<file path="config.mk">
export PLATFORM = sky130hd
export DESIGN_NAME = sb_scoreboard
export DESIGN_NICKNAME = d
export VERILOG_FILES = /design/src/rtl/sb_pkg.sv /design/src/rtl/sb_reg_status.sv /design/src/rtl/sb_unit_slot.sv /design/src/rtl/sb_issue_ctl.sv /design/src/rtl/sb_scoreboard.sv
export SDC_FILE = /design/constraint.sdc
export NUM_CORES = 1
export LEC_CHECK = 0
export ABC_CLOCK_PERIOD_IN_PS = 2400
export BUFFER_PORTS_ARGS = -buffer_cell sky130_fd_sc_hd__buf_2
export CORE_UTILIZATION = 56
export CTS_CLUSTER_SIZE = 8
export DETAILED_ROUTE_END_ITERATION = 6
export PLACE_DENSITY = 0.73
export SYNTH_ARGS = -nofsm -noshare
export SYNTH_HDL_FRONTEND = slang
export SYNTH_SLANG_ARGS = --single-unit
</file>
<file path="constraint.sdc">
create_clock -name clk -period 2.4 [get_ports clk]
set_input_delay 0 -clock clk [delete_from_list [all_inputs] [get_ports clk]]
set_output_delay 0 -clock clk [all_outputs]
set_load 0.01 [all_outputs]
</file>
<file path="src/rtl/sb_pkg.sv">
package sb_pkg;
  localparam int NUM_FU   = 5;
  localparam int NUM_REGS = 8;
  localparam int FU_W     = 3;
  localparam int REG_W    = $clog2(NUM_REGS);
  localparam int FU_SPAN  = 1 << FU_W;

  localparam int FU_MUL0 = 0;
  localparam int FU_MUL1 = 1;
  localparam int FU_DIV  = 2;
  localparam int FU_FADD = 3;
  localparam int FU_BR   = 4;

  // latency of a unit slot, chosen from the per-kind parameters
  function automatic int unit_latency(input int idx, input int mul_l,
                                      input int div_l, input int fadd_l,
                                      input int br_l);
    if (idx == FU_MUL0 || idx == FU_MUL1) return mul_l;
    else if (idx == FU_DIV)               return div_l;
    else if (idx == FU_FADD)              return fadd_l;
    else                                  return br_l;
  endfunction
endpackage

</file>
<file path="src/rtl/sb_reg_status.sv">
module sb_reg_status
  import sb_pkg::*;
#(
  parameter int N_REGS = NUM_REGS,
  parameter int N_FU   = NUM_FU,
  parameter int TAG_W  = FU_W,
  parameter int RIDX_W = REG_W
) (
  input  logic              clk,
  input  logic              rst,
  input  logic              set_en,
  input  logic [RIDX_W-1:0] set_reg,
  input  logic [TAG_W-1:0]  set_fu,
  input  logic [N_FU-1:0]   done_all,
  input  logic [RIDX_W-1:0] look1_reg,
  input  logic [RIDX_W-1:0] look2_reg,
  output logic              look1_wait,
  output logic [TAG_W-1:0]  look1_prod,
  output logic              look2_wait,
  output logic [TAG_W-1:0]  look2_prod,
  output logic [N_REGS-1:0] reg_pend
);
  localparam int SPAN = 1 << TAG_W;

  logic [N_REGS-1:0] pend_q;
  logic [TAG_W-1:0]  tag_q [N_REGS];
  logic [SPAN-1:0]   dpad;
  logic [N_REGS-1:0] release_now;

  assign dpad = SPAN'(done_all);

  genvar r;
  generate
    for (r = 0; r < N_REGS; r++) begin : g_rel
      assign release_now[r] = pend_q[r] & dpad[tag_q[r]];
    end
  endgenerate

  always_ff @(posedge clk) begin
    if (rst) begin
      pend_q <= '0;
      for (int i = 0; i < N_REGS; i++) tag_q[i] <= '0;
    end else begin
      for (int i = 0; i < N_REGS; i++) begin
        if (release_now[i]) pend_q[i] <= 1'b0;
      end
      if (set_en) begin
        pend_q[set_reg] <= 1'b1;
        tag_q[set_reg]  <= set_fu;
      end
    end
  end

  // a source completing in this very cycle counts as available
  assign look1_wait = pend_q[look1_reg] & ~dpad[tag_q[look1_reg]];
  assign look2_wait = pend_q[look2_reg] & ~dpad[tag_q[look2_reg]];
  assign look1_prod = tag_q[look1_reg];
  assign look2_prod = tag_q[look2_reg];
  assign reg_pend   = pend_q;

  assert_no_double_reserve_R2: assert property (@(posedge clk) disable iff (rst)
    set_en |-> !pend_q[set_reg]);

  generate
    for (r = 0; r < N_REGS; r++) begin : g_chk
      assert_release_on_done_R2: assert property (@(posedge clk) disable iff (rst)
        release_now[r] |=> !pend_q[r]);
    end
  endgenerate
endmodule

</file>
<file path="src/rtl/sb_unit_slot.sv">
module sb_unit_slot
  import sb_pkg::*;
#(
  parameter int LAT   = 4,
  parameter int N_FU  = NUM_FU,
  parameter int TAG_W = FU_W
) (
  input  logic             clk,
  input  logic             rst,
  input  logic             issue,
  input  logic             wait1,
  input  logic [TAG_W-1:0] prod1,
  input  logic             wait2,
  input  logic [TAG_W-1:0] prod2,
  input  logic [N_FU-1:0]  done_all,
  output logic             busy,
  output logic             start,
  output logic             done
);
  localparam int SPAN  = 1 << TAG_W;
  localparam int CNT_W = (LAT > 1) ? $clog2(LAT) : 1;

  logic             busy_q, run_q, rdy1_q, rdy2_q;
  logic [TAG_W-1:0] prod1_q, prod2_q;
  logic [CNT_W-1:0] cnt_q;
  logic [SPAN-1:0]  dpad;
  logic             rdy1_now, rdy2_now;

  assign dpad     = SPAN'(done_all);
  assign rdy1_now = rdy1_q | dpad[prod1_q];
  assign rdy2_now = rdy2_q | dpad[prod2_q];
  assign start    = busy_q & ~run_q & rdy1_now & rdy2_now;
  assign done     = run_q & (cnt_q == '0);
  assign busy     = busy_q;

  always_ff @(posedge clk) begin
    if (rst) begin
      busy_q  <= 1'b0;
      run_q   <= 1'b0;
      rdy1_q  <= 1'b0;
      rdy2_q  <= 1'b0;
      prod1_q <= '0;
      prod2_q <= '0;
      cnt_q   <= '0;
    end else if (issue) begin
      busy_q  <= 1'b1;
      run_q   <= 1'b0;
      rdy1_q  <= ~wait1;
      rdy2_q  <= ~wait2;
      prod1_q <= prod1;
      prod2_q <= prod2;
    end else begin
      if (done) begin
        busy_q <= 1'b0;
        run_q  <= 1'b0;
      end
      if (start) begin
        run_q <= 1'b1;
        cnt_q <= CNT_W'(LAT - 1);
      end else if (run_q && cnt_q != '0) begin
        cnt_q <= cnt_q - 1'b1;
      end
      if (busy_q && !rdy1_q && dpad[prod1_q]) rdy1_q <= 1'b1;
      if (busy_q && !rdy2_q && dpad[prod2_q]) rdy2_q <= 1'b1;
    end
  end

  assert_issue_to_idle_R1: assert property (@(posedge clk) disable iff (rst)
    issue |-> !busy_q);

  assert_start_reserved_R4: assert property (@(posedge clk) disable iff (rst)
    start |-> (busy_q && !done));

  assert_run_after_start_R7: assert property (@(posedge clk) disable iff (rst)
    start |=> (run_q && busy_q));

  assert_done_frees_R7: assert property (@(posedge clk) disable iff (rst)
    done |=> !busy_q);
endmodule

</file>
<file path="src/rtl/sb_issue_ctl.sv">
module sb_issue_ctl
  import sb_pkg::*;
#(
  parameter int N_FU   = NUM_FU,
  parameter int N_REGS = NUM_REGS,
  parameter int TAG_W  = FU_W,
  parameter int RIDX_W = REG_W,
  parameter int BR_IDX = FU_BR
) (
  input  logic              clk,
  input  logic              rst,
  input  logic              in_valid,
  input  logic              in_br,
  input  logic [TAG_W-1:0]  in_fu,
  input  logic [RIDX_W-1:0] in_dst,
  input  logic [N_FU-1:0]   unit_busy,
  input  logic [N_REGS-1:0] reg_pend,
  input  logic              br_done,
  output logic              stall,
  output logic              fire,
  output logic              writes_reg,
  output logic [TAG_W-1:0]  tgt_fu,
  output logic [N_FU-1:0]   fire_vec
);
  localparam int SPAN = 1 << TAG_W;

  logic            br_pend_q;
  logic [SPAN-1:0] bpad;
  logic            conflict;

  assign bpad       = SPAN'(unit_busy);
  assign tgt_fu     = in_br ? TAG_W'(BR_IDX) : in_fu;
  assign conflict   = br_pend_q | bpad[tgt_fu] | (~in_br & reg_pend[in_dst]);
  assign stall      = in_valid & conflict;
  assign fire       = in_valid & ~conflict;
  assign writes_reg = fire & ~in_br;

  genvar g;
  generate
    for (g = 0; g < N_FU; g++) begin : g_sel
      assign fire_vec[g] = fire & (tgt_fu == TAG_W'(g));
    end
  endgenerate

  always_ff @(posedge clk) begin
    if (rst)                br_pend_q <= 1'b0;
    else if (fire && in_br) br_pend_q <= 1'b1;
    else if (br_done)       br_pend_q <= 1'b0;
  end

  assert_branch_freeze_R6: assert property (@(posedge clk) disable iff (rst)
    br_pend_q |-> !fire);

  assert_branch_sets_freeze_R6: assert property (@(posedge clk) disable iff (rst)
    (fire && in_br) |=> br_pend_q);
endmodule

</file>
<file path="src/rtl/sb_scoreboard.sv">
module sb_scoreboard
  import sb_pkg::*;
#(
  parameter int MUL_LAT  = 10,
  parameter int DIV_LAT  = 16,
  parameter int FADD_LAT = 4,
  parameter int BR_LAT   = 2
) (
  input  logic              clk,
  input  logic              rst,
  input  logic              in_valid,
  input  logic              in_br,
  input  logic [FU_W-1:0]   in_fu,
  input  logic [REG_W-1:0]  in_dst,
  input  logic [REG_W-1:0]  in_src1,
  input  logic [REG_W-1:0]  in_src2,
  output logic              issue_stall,
  output logic [NUM_FU-1:0] fu_start,
  output logic [NUM_FU-1:0] fu_done
);
  logic                fire, writes_reg;
  logic [FU_W-1:0]     tgt_fu;
  logic [NUM_FU-1:0]   fire_vec, unit_busy;
  logic [NUM_REGS-1:0] reg_pend;
  logic                s1_wait, s2_wait;
  logic [FU_W-1:0]     s1_prod, s2_prod;

  sb_issue_ctl #(
    .N_FU(NUM_FU), .N_REGS(NUM_REGS), .TAG_W(FU_W),
    .RIDX_W(REG_W), .BR_IDX(FU_BR)
  ) u_issue (
    .clk(clk), .rst(rst), .in_valid(in_valid), .in_br(in_br),
    .in_fu(in_fu), .in_dst(in_dst), .unit_busy(unit_busy),
    .reg_pend(reg_pend), .br_done(fu_done[FU_BR]), .stall(issue_stall),
    .fire(fire), .writes_reg(writes_reg), .tgt_fu(tgt_fu),
    .fire_vec(fire_vec)
  );

  sb_reg_status #(
    .N_REGS(NUM_REGS), .N_FU(NUM_FU), .TAG_W(FU_W), .RIDX_W(REG_W)
  ) u_regs (
    .clk(clk), .rst(rst), .set_en(writes_reg), .set_reg(in_dst),
    .set_fu(tgt_fu), .done_all(fu_done), .look1_reg(in_src1),
    .look2_reg(in_src2), .look1_wait(s1_wait), .look1_prod(s1_prod),
    .look2_wait(s2_wait), .look2_prod(s2_prod), .reg_pend(reg_pend)
  );

  genvar g;
  generate
    for (g = 0; g < NUM_FU; g++) begin : g_unit
      localparam int LAT = unit_latency(g, MUL_LAT, DIV_LAT, FADD_LAT, BR_LAT);
      sb_unit_slot #(.LAT(LAT), .N_FU(NUM_FU), .TAG_W(FU_W)) u_slot (
        .clk(clk), .rst(rst), .issue(fire_vec[g]),
        .wait1(s1_wait), .prod1(s1_prod), .wait2(s2_wait), .prod2(s2_prod),
        .done_all(fu_done), .busy(unit_busy[g]),
        .start(fu_start[g]), .done(fu_done[g])
      );
    end
  endgenerate

  assert_single_issue_R3: assert property (@(posedge clk) disable iff (rst)
    $onehot0(unit_busy & ~$past(unit_busy)));

  assert_fire_reserves_R3: assert property (@(posedge clk) disable iff (rst)
    fire |=> $countones(unit_busy & ~$past(unit_busy)) == 1);
endmodule

</file>
### Word-level counts from Yosys, hierarchy flattened

Memories as Yosys holds them, arrays and structs flattened.
Cells that the tools add are included.

* add/subtract/negate cells: 5
* magnitude comparators: 25
* equality and inequality tests: 4
* muxes and demuxes: 122
* bitwise gates (word level): 69
* reduce and logical (&&, ||, !) cells: 83

Operators with widths (number)
* $lt 3x4->1 const B: 24
* $mux 1: 85
* $bmux 1 s3: 24
* $reduce_bool 2->1: 27
* $and 1x1->1: 39
* $logic_and 1x1->1: 27
* $mux 4: 6
* $not 1->1: 17
* $logic_not 4->1: 3
* $or 1x1->1: 12
* $reduce_bool 4->1: 3
* $sub 4x1->4 const B: 3
* $logic_not 1->1: 10
* $reduce_and 2->1: 5
* $reduce_or 2->1: 5
* $mux 3: 3
* $mux 8: 1
* $or 8x8->8: 1
* $eq 3x2->1 const B: 2
* $mux 2: 2
* $demux 1 s3: 1
* $eq 3x1->1 const B: 1
* $eq 3x3->1 const B: 1
* $ge 3x1->1 const B: 1
* 5 further kinds: 5

* register bits: 74
* memory bits (writable): 24
* memories: 1

Memory list
* u_regs.tag_q: words 8, width 3, rd ports 10, clocked after memory_dff 0, write ports 8, RTL line sb_reg_status.sv:26 `logic [TAG_W-1:0] tag_q [N_REGS];`

### Longest topological paths before layout

Gate-level depths: netlist of run 1.

* depth after elaboration: 13
* depth in mapped cells: 10
* gate-level depth less buffers: 10

### By module

Synthesis of run 1 repeated with hierarchy kept, for this count alone.

* cells, all modules: 572
* area total of the unflattened synthesis: 5864.4 um2

Modules (own cells, without submodules)
* sb_reg_status: instances 1, cells each 180, area an instance 2262.2 um2, sequential area each 880.8 um2
* sb_unit_slot at g_unit[0].u_slot ...: instances 2, cells each 79, area an instance 735.7 um2, sequential area each 280.3 um2
* sb_unit_slot at g_unit[2].u_slot: instances 1, cells each 83, area an instance 755.7 um2, sequential area each 280.3 um2
* sb_unit_slot at g_unit[3].u_slot: instances 1, cells each 58, area an instance 560.5 um2, sequential area each 240.2 um2
* sb_unit_slot at g_unit[4].u_slot: instances 1, cells each 56, area an instance 526.8 um2, sequential area each 220.2 um2
* sb_issue_ctl: instances 1, cells each 37, area an instance 287.8 um2, sequential area each 20.0 um2

### Least setup slack after synthesis of run 1

OpenSTA, ideal clock, no wires.

* path kind: reg2reg
* start point: reg g_unit[3].u_slot.busy_q
* end point: reg g_unit[1].u_slot.cnt_q[3]
* arrival time: 2.425 ns
* path slack: -0.129 ns
* cell stages (with the launch flop): 8
* path buffers: 1
* period minus slack after synthesis: 2.529 ns
* cell sequence: dfxtp_1 mux4_2 a21o_1 or4_4 or3_1 buf_6 and3_4 a2111oi_2

* longest elaborated chain between the ends: 9

Ends and longest elaborated chain
* start: declaration: RTL line sb_unit_slot.sv:23 `logic busy_q, run_q, rdy1_q, rdy2_q;`
* start signal: assignment: RTL line sb_unit_slot.sv:38 `busy_q <= 1'b0;`
* start signal: assignment: RTL line sb_unit_slot.sv:46 `busy_q <= 1'b1;`
* start signal: assignment: RTL line sb_unit_slot.sv:54 `busy_q <= 1'b0;`
* $bmux 1 s3: RTL line sb_issue_ctl.sv:33 `assign conflict = br_pend_q | bpad[tgt_fu] | (~in_br & reg_pend[in_dst]);`
* $mux 1 (implied by the code): RTL line sb_issue_ctl.sv:33
* $or 1x1->1 (2 in series): RTL line sb_issue_ctl.sv:33
* $not 1->1: RTL line sb_issue_ctl.sv:35 `assign fire = in_valid & ~conflict;`
* $and 1x1->1: RTL line sb_issue_ctl.sv:35
* $and 1x1->1: RTL line sb_issue_ctl.sv:41 `assign fire_vec[g] = fire & (tgt_fu == TAG_W'(g));`
* $not 1->1 (no line)
* $reduce_and 2->1 (no line)
* end signal: assignment: RTL line sb_unit_slot.sv:59 `cnt_q <= CNT_W'(LAT - 1);`
* end signal: assignment: RTL line sb_unit_slot.sv:61 `cnt_q <= cnt_q - 1'b1;`
* end: declaration: RTL line sb_unit_slot.sv:25 `logic [CNT_W-1:0] cnt_q;`

Every way passes these cells. The select of a mux whose other input is x is not followed.
A chain may end at the register's enable or synchronous reset.

### Worst setup path in the final report of run 1

* start point: reg g_unit[3].u_slot.busy_q
* end point: reg g_unit[1].u_slot.cnt_q[2]

The elaborated chain is that of the path after synthesis.

==> impl_metrics.toml, run 1 <==
[sta]
setup_viol = 2
hold_viol = 0
rsz0062_at_grt = "true"
slew_headroom_pct = 28.1
hold-worst-slack_ps = 37.8
clock_skew_ps = 13.1
finalMaxSlewViolations = 0
setup_ws_ps = -10.8
finalCritPeriodShare_pct = 100
worst_pin_slew_ps = 1080
fmaxAchievable_mhz = 415
fin_crit_ps = 2410

[final_layout]
drive_above_1_share_pct = 32.2
area_delta_synth_final_pct = 24.0
seq_area_um2 = 2210
fin_cells = 851
diodes = 0
final_util_pct = 72.2
nets = 734
fill_cells = 747
multi_input_area_um2 = 3470

[global_routing]
grt_max_degree = 38
grt_overflow = 0
grt_use_total_pct = 34.2
grt_pass1_wl_um = 26800
grt_pass1_vias = 5246
grt_antenna_before_repair = 0

[synth]
async_flop_share_pct = 0
synth-xor-area-share_pct = 0
yosysUniqueCellTypes = 64
synth-seq-cells = 98
synth_compound_area_share_pct = 18.8
syn_inst = 630
synth_flop_cell = "dfxtp_1"
synth_fp_nets = 651
syn_area_um2 = 5720
synth_fa_ha_area_share_pct = 1.09
synth_edf_count = 24
muxShareOfSynthArea_pct = 14.9
synthSimpleGateAreaFrac_pct = 20.8
yosysWarnings = 0
synth.yosys.seq_area_share_pct = 38.5
synth_top_family_by_area = "simple AND/OR/NAND/NOR gates"
avgSynthCellArea_um2 = 9.08

[floorplanning]
die_y_um = 103
die_x_um = 103
die-area_um2 = 10600
core-area_um2 = 9820
pin_count = 27
initial_core_util_pct = 58.3
fp-row-count = 36

[place]
dpl.cell_count = 818
place.gp.congestion = 0.918
hpwl_um = 12100
dp_slack_ps = -118
io_buffers = 26

[clocking]
cts_max_level = 3
cts_buffers = 9
tritoncts = "built"
clk_latency_ps = 380
cts_buffer_depth = 2
root_buffer = "clkbuf_8"
cts.reportedPaths.clkPinSlew_ps = 90
cts.sinks = 98

[detailed_routing]
dr_total_vias = 5655
dr.pass1.iters = 5
totalWireLength_um = 17800
avgRoutedWirePerCell_um = 20.9
viasPerCell = 6.65
drc_errors = 0
ant_nets = 0
drtIter0Drc = 511

[outcome]
violations = "setup timing"
status = "finished, violations left"

[worst_hold_path]
worstHoldPathType = "in2reg"

[power]
combPwrFrac_pct = 12.7
seqPwrFrac_pct = 52.6
switching_share_pct = 26.7
internal_power_uw = 2470
power_density_nw_per_um2 = 475
p_clk_share_pct = 34.7
ir_drop_mv = 0.271
leakage_uw = 0.00263
power_uw = 3370
p_sw_uw = 901

[setup_path]
crit_arrival_ps = 2680
critPathMaxFanout = 5
critPathCaptureType = "flop"
cp.required_ps = 2670
start_kind = "flop"
crit_type = "reg2reg"

[job]
drv_cap = 0
-- sequential cells by signal (all words and copies together) (netlist names) --
register and count:
u_regs.tag_q 24, g_unit.u_slot.rdy1_q 5, g_unit.u_slot.cnt_q 15, u_issue.br_pend_q 1, g_unit.u_slot.prod2_q 15, g_unit.u_slot.run_q 5, g_unit.u_slot.rdy2_q 5, u_regs.reg_pend 8
g_unit.u_slot.busy 5, g_unit.u_slot.prod1_q 15
-- cells in the final DEF, fill, tap and decap left out, types with 10 or more instances in the layout --
master / count
buf_4: 83
nor2_1: 75
dfxtp_1: 71
nand2_1: 49
a21oi_1: 35
nand3_1: 26
mux4_2: 25
buf_2: 25
edfxtp_1: 24
nor3_1: 22
mux2i_1: 19
o21ai_0: 19
inv_1: 16
a211oi_1: 12
clkbuf_8: 11
buf_6: 10
-- layer usage --
metal | vias to the layer above | global-route usage, % | part of all wire [%]
met5 | - | 0 | 0
met4 | 0 | 15.8 | 3.1
met1 | 2746 | 45.1 | 39
li1 | 2523 | - | -
met3 | 57 | 7.12 | 10
met2 | 329 | 54.3 | 48
-- through the flow --
step	cell area [um2]	TNS, ps
floorplan	5720	-208
global placement	6390	-17.7
detailed placement	6390	-174
CTS	6830	-56.5
global route	7090	-330
finish	7090	-21.2
-- final cells by class --
| type | instances | area share [%] |
|---|---|---|
| Tap cell | 133 | 2.35 |
| Clock buffer | 14 | 2.89 |
| Inverter | 26 | 1.45 |
| Timing Repair Buffer | 122 | 13.1 |
| Clock inverter | 2 | 0.194 |
| Sequential cell | 98 | 31.1 |
| Multi-Input combinational cell | 456 | 49.0 |
-- cells by family after synthesis --
kind of cell             Yosys count
buffers and inverters             76
AND/OR/NAND/NOR                  241
AO/OA/AOI/OAI                    157
flip-flops                        98
adder cells (fa/ha/maj)            5
multiplexers                      53
-- final timing paths --
path | from | cells after the start | slack [ps] | to
max reg2reg | g_unit[3].u_slot.busy$_SDFFE_PP0P_ | 5 | -10 | g_unit[1].u_slot.cnt_q[2]$_SDFFE_PP0P_
min reg2reg | g_unit[3].u_slot.cnt_q[1]$_SDFFE_PP0P_ | 2 | 470 | g_unit[3].u_slot.cnt_q[1]$_SDFFE_PP0P_
max | g_unit[3].u_slot.busy$_SDFFE_PP0P_ | 5 | -10 | g_unit[1].u_slot.cnt_q[2]$_SDFFE_PP0P_
min | in_fu[2] | 3 | 40 | u_regs.tag_q[7][2]$_SDFFCE_PN0P_
-- worst max-delay path: stages (launching register included) --
cell and delay (ps):
dfxtp_2 330, mux4_2 490, a21o_1 190, or4_4 520, or3_4 420, a311oi_1 350
-- power groups by stage --
| stage | Sequential (uW) | Clock [uW] | Combinational [uW] |
|---|---|---|---|
| 2_1_floorplan | 1800 | 0 | 243 |
| 3_3_place_gp | 1800 | 0 | 378 |
| 3_5_place_dp | 1810 | 0 | 386 |
| 4_1_cts | 1770 | 1160 | 395 |
| 5_1_grt | 1780 | 1230 | 453 |
| 6_report | 1770 | 1170 | 427 |
-- synth_stat cells, types with 5 or more instances --
cell type	n	area share [%]
a211oi_1	16	2.1
a21oi_1	38	3.3
a22oi_1	5	0.66
a311oi_1	6	0.92
a31o_2	5	0.77
a31oi_1	9	0.98
buf_4	10	1.3
clkbuf_1	36	2.4
dfxtp_1	74	26
edfxtp_1	24	13
ha_1	5	1.1
inv_1	26	1.7
mux2_2	9	1.8
mux2i_1	19	3.3
mux4_2	25	9.8
nand2_1	51	3.3
nand2b_1	8	0.87
nand3_1	27	2.4
nand3b_1	5	0.66
nor2_1	77	5.1
nor2b_1	8	0.87
nor3_1	23	2.0
nor3b_1	5	0.66
nor4_1	6	0.66
o2111ai_1	7	1.1
o21ai_0	25	2.2
o31ai_1	5	0.66
or3_1	8	0.87
-- timing repair --
item	CTS	global route
hold endpoints to repair	4	0
resized for setup	33	50
pin swaps	6	14
setup buffers	9	9
hold buffers	1	0
endpoints found under the setup margin	14	32
Note: power is estimated with default switching activity, not from simulation.
==> inputs of run 2 (changes only) <==
--- a/config.mk
+++ b/config.mk
@@ -7,10 +7,12 @@
 export LEC_CHECK = 0
 export ABC_CLOCK_PERIOD_IN_PS = 2400
 export BUFFER_PORTS_ARGS = -buffer_cell sky130_fd_sc_hd__buf_2
-export CORE_UTILIZATION = 56
+export CELL_PAD_IN_SITES_DETAIL_PLACEMENT = 0
+export CELL_PAD_IN_SITES_GLOBAL_PLACEMENT = 1
+export CORE_UTILIZATION = 43
 export CTS_CLUSTER_SIZE = 8
 export DETAILED_ROUTE_END_ITERATION = 6
-export PLACE_DENSITY = 0.73
+export PLACE_DENSITY = 0.72
 export SYNTH_ARGS = -nofsm -noshare
 export SYNTH_HDL_FRONTEND = slang
 export SYNTH_SLANG_ARGS = --single-unit
==> run 2 against run 1 <==
  * The run now ends clean
  * Non-clock buffer count increased by 14
  * Sequential share of layout area decreased by 0.98 points
  * Cell count increased by 6.2%
  * Core utilization decreased by 15 points
  * First-iteration DRC count decreased by 23%
  * Clock skew decreased by 4.9 ps
  * Routed wire length increased by 0.25%
  * Count of clock-buffer cells in the layout decreased by 3
  * Worst hold slack improved by 37 ps
  * Design area increased by 3.3%
  * Total power increased by 13%
  * Critical path depth increased by 2
  * Critical path type unchanged
  * Critical endpoint is now g_unit[4].u_slot.rdy2_q$_SDFFE_PP0P_
==> impl_metrics.toml, run 2 (synthesis results as in run 1) <==
[setup_path]
critPathMaxFanout = 4
start_kind = "flop"
crit_arrival_ps = 2600
cp.required_ps = 2660
critPathCaptureType = "flop"
rr_worst_depth = 7
crit_type = "reg2reg"

[sta]
clock_skew_ps = 8.26
hold_viol = 0
finalMaxSlewViolations = 0
slew_headroom_pct = 55.8
worst_pin_slew_ps = 663
fin_crit_ps = 2340
finalCritPeriodShare_pct = 97.5
rsz0062_at_grt = "true"
setup_viol = 0
fin_setup_tns_ps = 0
fmaxAchievable_mhz = 427

[power]
p_sw_uw = 918
ir_drop_mv = 0.463
internal_power_uw = 2890
seqPwrFrac_pct = 46.6
leakage_uw = 0.00273
power_density_nw_per_um2 = 519
combPwrFrac_pct = 11.1
p_clk_share_pct = 42.3
switching_share_pct = 24.1

[final_layout]
diodes = 0
nets = 748
area_delta_synth_final_pct = 28.0
layout_common_cells = "buf_4, nor2_1, dfxtp_1, nand2_1, a21oi_1"
drive_above_1_share_pct = 34.3
final_common_cell = "buf_4"
largest_reg_flops = 24
regMostFlops = "u_regs.tag_q"
postLayoutCellArea_um2 = 7320
fin_cells = 904

[detailed_routing]
viasPerCell = 5.99
ant_nets = 0
dr_total_vias = 5416
drtIter0Drc = 394
totalWireLength_um = 17800
drc_errors = 0
avgRoutedWirePerCell_um = 19.7
dr.pass1.iters = 4

[place]
io_buffers = 26
placed_area_um2 = 6500
dpl.cell_count = 867
place.gp.congestion = 0.922
hpwl_um = 12900

[clocking]
cts.sinks = 98
cts_buffers = 9
root_buffer = "clkbuf_16"
tritoncts = "built"
cts.reportedPaths.clkPinSlew_ps = 60
clk_latency_ps = 360
cts_max_level = 3
cts_buffer_depth = 2

[floorplanning]
die_y_um = 117
core-area_um2 = 12800
die_x_um = 117
fp-row-count = 41
pin_count = 27
die-area_um2 = 13800
initial_core_util_pct = 44.8

[global_routing]
grt_use_total_pct = 26.8
grt_max_degree = 56
grt_antenna_before_repair = 1
grt_overflow = 0
grt_pass1_vias = 5299
grt_pass1_wl_um = 28600

[worst_hold_path]
worstHoldPathType = "in2reg"
hold_depth = 3

[job]
drv_cap = 0

[outcome]
status = "finished, final reports clean"
-- run 2: worst paths after layout --
path	from	endpoint	slack, ps
max reg2reg	u_regs.tag_q[3][0]$_SDFFCE_PN0P_	g_unit[4].u_slot.rdy2_q$_SDFFE_PP0P_	60
max	u_regs.tag_q[3][0]$_SDFFCE_PN0P_	g_unit[4].u_slot.rdy2_q$_SDFFE_PP0P_	60
min	in_fu[2]	u_regs.tag_q[7][2]$_SDFFCE_PN0P_	70
min reg2reg	g_unit[3].u_slot.cnt_q[1]$_SDFFE_PP0P_	g_unit[3].u_slot.cnt_q[1]$_SDFFE_PP0P_	470
-- run 2: power groups by stage --
stage / logic [uW] / registers, uW / clock network, uW
floorplan: 243 / 1800 / 0
detailed placement: 400 / 1810 / 0
global route: 455 / 1780 / 1710
CTS: 408 / 1770 / 1630
global placement: 395 / 1810 / 0
finish: 424 / 1770 / 1610
-- run 2: worst max-delay path, stage by stage (launching register included) --
cell and delay (ps):
edfxtp_1 410, mux2_2 290, mux4_2 560, o21ba_2 240, a211oi_2 240, nor2_2 90, buf_4 170, a311oi_2 260
-- run 2: layout make-up --
class	count	area (um2)
tap	172	215
clock buffer	11	255
sequential	98	2210
multi-input combinational	456	3460
clock inverter	5	75.1
inverter	26	115
fill	1114	5450
timing repair buffer	136	998
-- run 2: per-stage QoR --
step	utilization, %	setup WS (ps)	hold WS, ps	total power, uW
finish	57.3	59.7	74.5	3800
CTS	55.9	-37.4	50.6	3810
global route	57.3	-56.9	79.1	3950
detailed placement	50.9	-63.3	349	2210
floorplan	-	-52.4	142	2040
global placement	50.9	15.9	348	2200
-- run 2: repair_timing --
| action | in CTS | in global routing |
|---|---|---|
| endpoints found under the setup margin | 11 | 34 |
| hold buffers | 1 | 0 |
| hold endpoints to repair | 2 | 0 |
| resized for setup | 45 | 36 |
| setup buffers | 16 | 8 |
| pin swaps | 8 | 15 |
-- run 2: metal layers --
| metal | part of all wire (%) | up-vias | wire length [um] | GRT usage [%] |
|---|---|---|---|---|
| met1 | 44 | 2647 | 7850 | 34.8 |
| met3 | 5.7 | 37 | 1020 | 6.23 |
| li1 | - | 2567 | - | - |
| met5 | 0 | - | 0 | 0 |
| met2 | 48 | 165 | 8490 | 42.6 |
| met4 | 2.7 | 0 | 483 | 11.4 |
